$ cat src/rtl/i2c_slv_pkg.sv
package i2c_slv_pkg;
    localparam int BYTE_W = 8;
    localparam int CNT_W  = 4;
    localparam int ADDR_W = 10;
    localparam logic [4:0] TEN_HDR = 5'b11110;
    localparam logic [CNT_W-1:0] LAST_BIT = CNT_W'(BYTE_W);

    typedef enum logic [2:0] {
        ST_IDLE, ST_RECV, ST_ACK, ST_SEND,
        ST_MACK, ST_HOLD_TX, ST_HOLD_RX, ST_IGNORE
    } st_e;

    // meaning of the byte being received, or what follows the ack
    typedef enum logic [1:0] {BK_ADDR1, BK_ADDR2, BK_DATA, BK_READ} bk_e;

    typedef struct packed {
        st_e               st;
        bk_e               bk;
        logic [CNT_W-1:0]  cnt;
        logic [BYTE_W-1:0] sh;
        logic              sda_drv;
        logic              ten_ok;
        logic              mack;
        logic [BYTE_W-1:0] rx_buf;
        logic              rx_vld;
    } regs_t;
endpackage

$ cat src/rtl/i2c_line_sync.sv
module i2c_line_sync #(
    parameter int STAGES = 2
) (
    input  logic clk,
    input  logic rst_n,
    input  logic line_i,
    output logic line_s,
    output logic line_p
);
    logic [STAGES-1:0] chain_d, chain_q;
    logic              prev_d, prev_q;

    always_comb begin
        chain_d = {chain_q[STAGES-2:0], line_i};
        prev_d  = chain_q[STAGES-1];
    end

    always_ff @(posedge clk or negedge rst_n) begin
        if (!rst_n) begin
            chain_q <= '1;
            prev_q  <= 1'b1;
        end else begin
            chain_q <= chain_d;
            prev_q  <= prev_d;
        end
    end

    assign line_s = chain_q[STAGES-1];
    assign line_p = prev_q;
endmodule

$ cat src/rtl/i2c_addr_cmp.sv
module i2c_addr_cmp
    import i2c_slv_pkg::*;
(
    input  logic [BYTE_W-1:0] rx_byte,
    input  logic [ADDR_W-1:0] own_addr,
    input  logic              ten_bit_mode,
    output logic              hit7,
    output logic              hdr_hit,
    output logic              low_hit
);
    always_comb begin
        hit7    = !ten_bit_mode && (rx_byte[BYTE_W-1:1] == own_addr[6:0]);
        hdr_hit = ten_bit_mode && (rx_byte[BYTE_W-1:3] == TEN_HDR)
                  && (rx_byte[2:1] == own_addr[ADDR_W-1:ADDR_W-2]);
        low_hit = ten_bit_mode && (rx_byte == own_addr[BYTE_W-1:0]);
    end
endmodule

$ cat src/rtl/i2c_dual_addr_slave.sv
module i2c_dual_addr_slave
    import i2c_slv_pkg::*;
#(
    parameter int SYNC_STAGES = 2
) (
    input  logic              clk,
    input  logic              rst_n,
    input  logic              scl_i,
    input  logic              sda_i,
    output logic              scl_oe,
    output logic              sda_oe,
    input  logic [ADDR_W-1:0] own_addr,
    input  logic              ten_bit_mode,
    input  logic              rx_stretch_en,
    output logic [BYTE_W-1:0] rx_data,
    output logic              rx_valid,
    input  logic              rx_ready,
    input  logic [BYTE_W-1:0] tx_data,
    input  logic              tx_valid,
    output logic              tx_ready
);
    logic [1:0] raw_w, syn_w, prv_w;
    assign raw_w = {sda_i, scl_i};

    for (genvar g = 0; g < 2; g++) begin : g_line
        i2c_line_sync #(.STAGES(SYNC_STAGES)) u_sync (
            .clk    (clk),
            .rst_n  (rst_n),
            .line_i (raw_w[g]),
            .line_s (syn_w[g]),
            .line_p (prv_w[g])
        );
    end

    logic scl_s, scl_p, sda_s, sda_p;
    logic scl_rise, scl_fall, start_det, stop_det;
    assign scl_s = syn_w[0];
    assign scl_p = prv_w[0];
    assign sda_s = syn_w[1];
    assign sda_p = prv_w[1];
    assign scl_rise  = scl_s & ~scl_p;
    assign scl_fall  = ~scl_s & scl_p;
    // SCL must be high on both samples so a data change at SCL release is not a START
    assign start_det = scl_s & scl_p & sda_p & ~sda_s;
    assign stop_det  = scl_s & scl_p & ~sda_p & sda_s;

    regs_t r_q, r_d;
    logic  hit7, hdr_hit, low_hit, ack_ok;

    i2c_addr_cmp u_cmp (
        .rx_byte      (r_q.sh),
        .own_addr     (own_addr),
        .ten_bit_mode (ten_bit_mode),
        .hit7         (hit7),
        .hdr_hit      (hdr_hit),
        .low_hit      (low_hit)
    );

    always_comb begin
        r_d    = r_q;
        ack_ok = 1'b0;
        if (r_q.rx_vld && rx_ready) r_d.rx_vld = 1'b0;

        if (stop_det) begin
            r_d.st      = ST_IDLE;
            r_d.sda_drv = 1'b0;
            r_d.ten_ok  = 1'b0;
            r_d.cnt     = '0;
        end else if (start_det) begin
            r_d.st      = ST_RECV;
            r_d.bk      = BK_ADDR1;
            r_d.sda_drv = 1'b0;
            r_d.cnt     = '0;
        end else begin
            unique case (r_q.st)
                ST_RECV: begin
                    if (scl_rise && r_q.cnt != LAST_BIT) begin
                        r_d.sh  = {r_q.sh[BYTE_W-2:0], sda_s};
                        r_d.cnt = r_q.cnt + 1'b1;
                    end else if (scl_fall && r_q.cnt == LAST_BIT) begin
                        r_d.cnt = '0;
                        unique case (r_q.bk)
                            BK_ADDR1: begin
                                if (!r_q.sh[0]) r_d.ten_ok = 1'b0;
                                if (!ten_bit_mode) begin
                                    ack_ok = hit7;
                                    r_d.bk = r_q.sh[0] ? BK_READ : BK_DATA;
                                end else if (!r_q.sh[0]) begin
                                    ack_ok = hdr_hit;
                                    r_d.bk = BK_ADDR2;
                                end else begin
                                    ack_ok = hdr_hit && r_q.ten_ok;
                                    r_d.bk = BK_READ;
                                end
                            end
                            BK_ADDR2: begin
                                ack_ok     = low_hit;
                                r_d.ten_ok = low_hit;
                                r_d.bk     = BK_DATA;
                            end
                            default: begin
                                ack_ok     = 1'b1;
                                r_d.rx_buf = r_q.sh;
                                r_d.rx_vld = 1'b1;
                            end
                        endcase
                        r_d.st      = ack_ok ? ST_ACK : ST_IGNORE;
                        r_d.sda_drv = ack_ok;
                    end
                end
                ST_ACK: begin
                    if (scl_fall) begin
                        r_d.sda_drv = 1'b0;
                        if (r_q.bk == BK_READ)
                            r_d.st = ST_HOLD_TX;
                        else if (r_q.bk == BK_DATA && rx_stretch_en && r_q.rx_vld && !rx_ready)
                            r_d.st = ST_HOLD_RX;
                        else
                            r_d.st = ST_RECV;
                    end
                end
                ST_HOLD_RX: begin
                    if (!r_q.rx_vld || rx_ready || !rx_stretch_en) r_d.st = ST_RECV;
                end
                ST_HOLD_TX: begin
                    if (tx_valid) begin
                        r_d.sh      = tx_data;
                        r_d.sda_drv = ~tx_data[BYTE_W-1];
                        r_d.cnt     = CNT_W'(1);
                        r_d.st      = ST_SEND;
                    end
                end
                ST_SEND: begin
                    if (scl_fall) begin
                        if (r_q.cnt == LAST_BIT) begin
                            r_d.sda_drv = 1'b0;
                            r_d.cnt     = '0;
                            r_d.st      = ST_MACK;
                        end else begin
                            r_d.sh      = {r_q.sh[BYTE_W-2:0], 1'b0};
                            r_d.sda_drv = ~r_q.sh[BYTE_W-2];
                            r_d.cnt     = r_q.cnt + 1'b1;
                        end
                    end
                end
                ST_MACK: begin
                    if (scl_rise)
                        r_d.mack = ~sda_s;
                    else if (scl_fall)
                        r_d.st = r_q.mack ? ST_HOLD_TX : ST_IGNORE;
                end
                default: ;
            endcase
        end
    end

    always_ff @(posedge clk or negedge rst_n) begin
        if (!rst_n) begin
            r_q <= '{st: ST_IDLE, bk: BK_ADDR1, cnt: '0, sh: '0, sda_drv: 1'b0,
                     ten_ok: 1'b0, mack: 1'b0, rx_buf: '0, rx_vld: 1'b0};
        end else begin
            r_q <= r_d;
        end
    end

    assign sda_oe   = r_q.sda_drv;
    assign scl_oe   = (r_q.st == ST_HOLD_TX) || (r_q.st == ST_HOLD_RX);
    assign tx_ready = (r_q.st == ST_HOLD_TX);
    assign rx_data  = r_q.rx_buf;
    assign rx_valid = r_q.rx_vld;
endmodule

$ cat config.mk
export PLATFORM = sky130hd
export DESIGN_NAME = i2c_dual_addr_slave
export DESIGN_NICKNAME = d
export VERILOG_FILES = /design/src/rtl/i2c_slv_pkg.sv /design/src/rtl/i2c_line_sync.sv /design/src/rtl/i2c_addr_cmp.sv /design/src/rtl/i2c_dual_addr_slave.sv
export SDC_FILE = /design/constraint.sdc
export NUM_CORES = 1
export LEC_CHECK = 0
export ABC_AREA = 0
export BUFFER_PORTS_ARGS = -buffer_cell sky130_fd_sc_hd__buf_2
export CORE_MARGIN = 4
export CORE_UTILIZATION = 55
export CTS_CLUSTER_DIAMETER = 200
export CTS_CLUSTER_SIZE = 24
export DETAILED_ROUTE_END_ITERATION = 8
export HOLD_SLACK_MARGIN = 0.15
export PLACE_DENSITY = 0.86
export SYNTH_ARGS = -nofsm -noshare
export SYNTH_HDL_FRONTEND = slang
export SYNTH_SLANG_ARGS = --single-unit
$ cat constraint.sdc
create_clock -name clk -period 2.5 [get_ports clk]
set_input_delay 0.375 -clock clk [delete_from_list [all_inputs] [get_ports clk]]
set_output_delay 0.375 -clock clk [all_outputs]
set_load 0.01 [all_outputs]
==> impl_metrics.ini, run 1 <==
[global_route]
grt_overflow_total = 0
grt_usage = 0.217
antenna_found_initial = 0
grt_pass1_wl_mm = 8.78
grt_pass1_vias = 1890
grt_max_degree = 36

[timing]
slew_violations = 0
fin_crit_ns = 2.32
setup_ws_ns = 0.180
fmax_ghz = 0.431
max_slew_margin = 0.488
fin_crit_sh = 0.928
worst_pin_slew_ns = 0.767
holdWs_ns = 0.160
final.setup.tns_ns = 0
rsz0062_at_grt = no
hold_violations = 0
clock_skew_ns = 0.00910
setup_viol = 0

[synthesis]
synth-seq-cells = 35
yosysUniqueCellTypes = 62
ys_top_cells_by_area = dfrtp_1, dfstp_2, xor2_1
yosysTopAreaCellShare = 0.318
avgSynthCellArea_um2 = 9.50
yosys_warnings = 0
ys_seq_area_frac = 0.387
ys_top_cells_by_count = dfrtp_1, nand2_1, nor2_1, xor2_1, buf_4
ys.flop_type = dfrtp_1
synth_nets = 268
yosysMostFrequentCell = dfrtp_1
async_reset_ff_frac = 1.00
yosysTopAreaCell = dfrtp_1
synthCells = 240
syn_area_um2 = 2280
synth_edf_count = 0

[final_layout]
antenna_cells = 0
final_area_um2 = 2490
regArea_um2 = 883
drive_above_1_share = 0.323
finish.utilization = 0.623
fin_nets = 294
stdcell_count = 316
multiInputGateArea_um2 = 1210
area_growth_pct = 9.33
n_fill_cell = 334

[die]
start_util = 0.570
fp.dieH_um = 72.4
die_width_um = 72.4
fp-row-count = 23
design.portCount = 38
core-area_um2 = 4000
die-area_um2 = 5240

[critical_path]
critPathCaptureType = output port
crit_path_top_delay_cell = dfrtp_1
ff2ff_path_depth = 5
path_depth = 4
crit_path_max_fanout = 16
path_cells = and2b_4, nand2_2, inv_1, buf_2
reg2reg_from = r_q[27]$_DFFE_PN0P_
critPathBufInv = 2
cp_top_family = flip-flops
rr_endpoint = sda_oe$_DFFE_PN0P_
worstPathRequired_ns = 2.12
crit_arrival_ns = 1.94
critical_path_class = reg -> out
start_kind = register
rrSetupSlack_ns = 0.43
max_stage_delay_ns = 0.60
endpoint = tx_ready
cp-startpoint = r_q[27]$_DFFE_PN0P_

[detailed_routing]
vias = 1856
routed_wl_mm = 5.11
viasPerCell = 5.87
drt-pass1-iter-count = 4
drcViolationCount = 0
routedWlPerCell_um = 16.2
drtIter0Drc = 207
drtAntennaViolNets = 0

[placed_design]
hpwl_mm = 3.80
dpl.cell_count = 309
place.gp.congestion = 0.969
placed_area_um2 = 2400
port_buffers = 37
pre_cts_ws_ns = 0.495

[run]
drv_cap = 0

[power]
p_leak_nw = 1.14
ir_worst_vdd_mv = 0.497
p_per_area_nw_per_um2 = 1030
power_mw = 2.57

[clock_network]
clock_path_buffers = 2
clk_latency_ns = 0.28
clock-sinks = 35
cts_hold_buf = 0
post_cts_resized = 0
ctsHtreeMaxLevel = 2
cts_setup_buffers = 0
numCtsBuffers = 5
clk_pin_slew_ns = 0.07
cts_tree = built
cts-root-buf = clkbuf_8

[status]
status = complete, no violations

[worst_hold_path]
hp-class = in -> async
## worst min path at each step
stage	start	to	slack, ns	cells past startpoint
final	rst_n	r_q[24]$_DFFE_PN0P_	0.16	1
after global routing	scl_i	g_line[0].u_sync.chain_q[0]$_DFF_PN1_	0.17	1
after CTS	rst_n	r_q[24]$_DFFE_PN0P_	0.18	1
after detailed placement	g_line[0].u_sync.chain_q[0]$_DFF_PN1_	g_line[0].u_sync.chain_q[1]$_DFF_PN1_	0.35	0
after global placement	g_line[0].u_sync.chain_q[0]$_DFF_PN1_	g_line[0].u_sync.chain_q[1]$_DFF_PN1_	0.35	0
after floorplan	rst_n	r_q[10]$_DFFE_PN0P_	0.08	0
## routing by layer
layer | share of wire | up-vias | track usage
li1 | - | 891 | -
met1 | 0.43 | 890 | 0.294
met2 | 0.50 | 67 | 0.334
met3 | 0.057 | 8 | 0.0540
met4 | 0.014 | 0 | 0.0861
met5 | 0 | - | 0
## worst register-to-register path: stages (launching register included)
cell and delay, ns:
dfrtp_1 0.72, and2b_4 0.30, nand2_2 0.15, inv_1 0.21, nor4_1 0.39, o22ai_1 0.17
## state kept, by name, summed over array words and instances (netlist names)
| signal | count |
|---|---|
| r_q | 19 |
| rx_data | 8 |
| g_line.u_sync.chain_q | 4 |
| g_line.u_sync.line_p | 2 |
| rx_valid | 1 |
| sda_oe | 1 |
## cell type report
type                            count  share of cell area
Timing Repair Buffer               40              0.0833
Clock buffer                        6              0.0331
Clock inverter                      1             0.00201
Tap cell                           50              0.0251
Inverter                           11              0.0166
Multi-Input combinational cell    173               0.485
Sequential cell                    35               0.354
## kinds of logic after synthesis
| group | Yosys count | share of synthesized area |
|---|---|---|
| xor+xnor | 20 | 0.0801 |
| compound gates | 58 | 0.186 |
| flops | 35 | 0.387 |
| mux | 11 | 0.0554 |
| buf+inv | 32 | 0.0818 |
| fa+ha+maj | 2 | 0.0110 |
| simple gates | 82 | 0.199 |
## power breakdown
part,internal [mW],switching [mW]
clock,0.216,0.188
sequential,0.693,0.288
combinational,0.521,0.665
total,1.43,1.14
## cell usage in the layout (no fill, tap or decap), types with 2 or more instances in the layout
master and instances:
o22ai_1 2, a31oi_1 9, nand4_1 2, nor4_1 5, a22oi_1 2, dfrtp_1 29, inv_1 10, nor3b_1 2
nand2_2 2, xor2_1 16, a21oi_2 4, nor2_2 3, nand3_1 4, nor3_1 2, buf_2 37, o21ai_0 9
nand2b_4 2, a21oi_1 8, mux2_2 9, o31ai_1 3, dfstp_2 6, or3_1 2, nor2_1 16, and3b_1 2
clkbuf_8 6, o211ai_1 2, o21ai_1 5, and2b_1 2, ha_1 2, buf_4 3, nand2_1 26, nand3b_1 3
xnor2_1 3
No activity file was read; power rests on OpenSTA's default activity.
==> run 2, diff against run 1 <==
--- a/config.mk
+++ b/config.mk
@@ -7,6 +7,7 @@
 export LEC_CHECK = 0
 export ABC_AREA = 0
 export BUFFER_PORTS_ARGS = -buffer_cell sky130_fd_sc_hd__buf_2
+export CORE_ASPECT_RATIO = 0.9
 export CORE_MARGIN = 4
 export CORE_UTILIZATION = 55
 export CTS_CLUSTER_DIAMETER = 200
==> impl_metrics.ini, run 2 (synthesis gave the netlist of run 1 again) <==
[power]
p_leak_nw = 1.16
switchingPower_mw = 1.16
p_int_mw = 1.62
pwr-share-clk = 0.222
p_seq_frac = 0.344
ir_worst_vdd_mv = 0.545
switching_share = 0.416
p_per_area_nw_per_um2 = 1090
power_mw = 2.78
pwr-share-comb = 0.434

[critical_path]
max_stage_delay_ns = 0.59
critical_path_class = reg -> out
path_cells = and2b_4, nand2_2, inv_1, buf_2
reg2reg_from = r_q[27]$_DFFE_PN0P_
crit_arrival_ns = 1.90
critPathBufInv = 2
cp_top_family = flip-flops
critPathCaptureType = output port
worstPathRequired_ns = 2.12
cp-startpoint = r_q[27]$_DFFE_PN0P_
crit_path_top_delay_cell = dfrtp_1
crit_path_max_fanout = 16
start_kind = register

[final_layout]
final_area_um2 = 2540
n_fill_cell = 297
final_common_cell = buf_2
antenna_cells = 0
largest_reg_flops = 19
drive_above_1_share = 0.328
area_growth_pct = 11.6
fin_nets = 295
final_cell_mix = buf_2, dfrtp_1, nand2_1
largest_register = r_q

[detailed_routing]
routed_wl_mm = 5.02
viasPerCell = 5.91
drcViolationCount = 0
drtIter0Drc = 169
drt-pass1-iter-count = 4
routedWlPerCell_um = 16.0
vias = 1857
drtAntennaViolNets = 0

[timing]
fin_crit_sh = 0.909
clock_skew_ns = 0.00782
fmax_ghz = 0.440
worst_pin_slew_ns = 0.771
rsz0062_at_grt = no
slew_violations = 0
setup_viol = 0
hold_violations = 0
max_slew_margin = 0.486
final.setup.tns_ns = 0
fin_crit_ns = 2.27

[run]
drv_cap = 0

[clock_network]
cts-root-buf = clkbuf_8
numCtsBuffers = 5
cts_tree = built
clk_pin_slew_ns = 0.08
clock_path_buffers = 2
cts_hold_buf = 0
cts_setup_buffers = 0
post_cts_resized = 0
clk_latency_ns = 0.30
clock-sinks = 35
ctsHtreeMaxLevel = 2

[placed_design]
placed_area_um2 = 2410
hpwl_mm = 3.68
port_buffers = 37
place.gp.congestion = 0.976

[die]
fp.dieH_um = 69.1
start_util = 0.590
design.portCount = 38
die-area_um2 = 5240
fp-row-count = 21
core-area_um2 = 3860
die_width_um = 75.9

[global_route]
grt_usage = 0.208
grt_overflow_total = 0
grt_max_degree = 36
antenna_found_initial = 0
grt_pass1_vias = 1793
grt_pass1_wl_mm = 8.45

[worst_hold_path]
hp-class = in -> async

[status]
status = complete, no violations
==> run 2: changes by cell type in the layout (fill, tap and decap cells not counted), sizes merged <==
cell and delta:
buf +1, clkbuf -1, bufinv +2, clkinv -1, clkinvlp +1
==> run 2: final timing paths <==
path	slack, ns	end	cells past startpoint
max	0.23	tx_ready	4
min	0.15	rx_data[2]$_DFFE_PN0P_	1
max in group asynchronous	1.86	rx_data[0]$_DFFE_PN0P_	1
min reg2reg	0.36	g_line[0].u_sync.chain_q[1]$_DFF_PN1_	0
min in group clk	0.18	g_line[1].u_sync.chain_q[0]$_DFF_PN1_	1
max reg2reg	0.50	r_q[20]$_DFFE_PN0P_	7
==> run 2: through the flow <==
stage / hold slack (ns) / utilization / std cells / worst slack [ns]
2_1_floorplan: 0.0794 / - / 240 / 0.743
3_3_place_gp: 0.346 / 0.623 / 306 / 0.569
3_5_place_dp: 0.352 / 0.623 / 306 / 0.532
4_1_cts: 0.170 / 0.659 / 314 / 0.242
5_1_grt: 0.168 / 0.659 / 314 / 0.124
6_report: 0.148 / 0.659 / 314 / 0.228
==> run 2: layer usage <==
layer	part of all wire	track usage	wire, µm	up-vias
li1	-	-	-	887
met1	0.45	0.305	2280	893
met2	0.45	0.287	2260	66
met3	0.073	0.0494	367	11
met4	0.021	0.0874	106	0
met5	0	0	0	-
==> run 2: layout make-up <==
| type | count | area, µm² | share of cell area |
|---|---|---|---|
| inverters | 11 | 41.3 | 0.0162 |
| flip-flops and latches | 35 | 883 | 0.347 |
| clock inverters | 3 | 67.6 | 0.0266 |
| multi-input cells | 173 | 1210 | 0.476 |
| repair buffers | 41 | 215 | 0.0846 |
| clock buffers | 5 | 68.8 | 0.0271 |
| well taps | 46 | 57.6 | 0.0226 |
==> run 2: power by group through the flow <==
stage	combinational [mW]	sequential (mW)	clock (mW)
finish	1.21	0.955	0.617
CTS	1.20	0.950	0.625
global placement	1.15	0.956	0
detailed placement	1.18	0.959	0
global route	1.35	0.980	0.653
floorplan	1.11	0.794	0
==> run 2: worst register-to-register path: stages (launching register included) <==
cell and delay, ns:
dfrtp_1 0.59, and2b_4 0.39, nand2_2 0.13, inv_1 0.30
a21oi_1 0.08, nor2_1 0.10, a21oi_1 0.05, a211oi_1 0.27
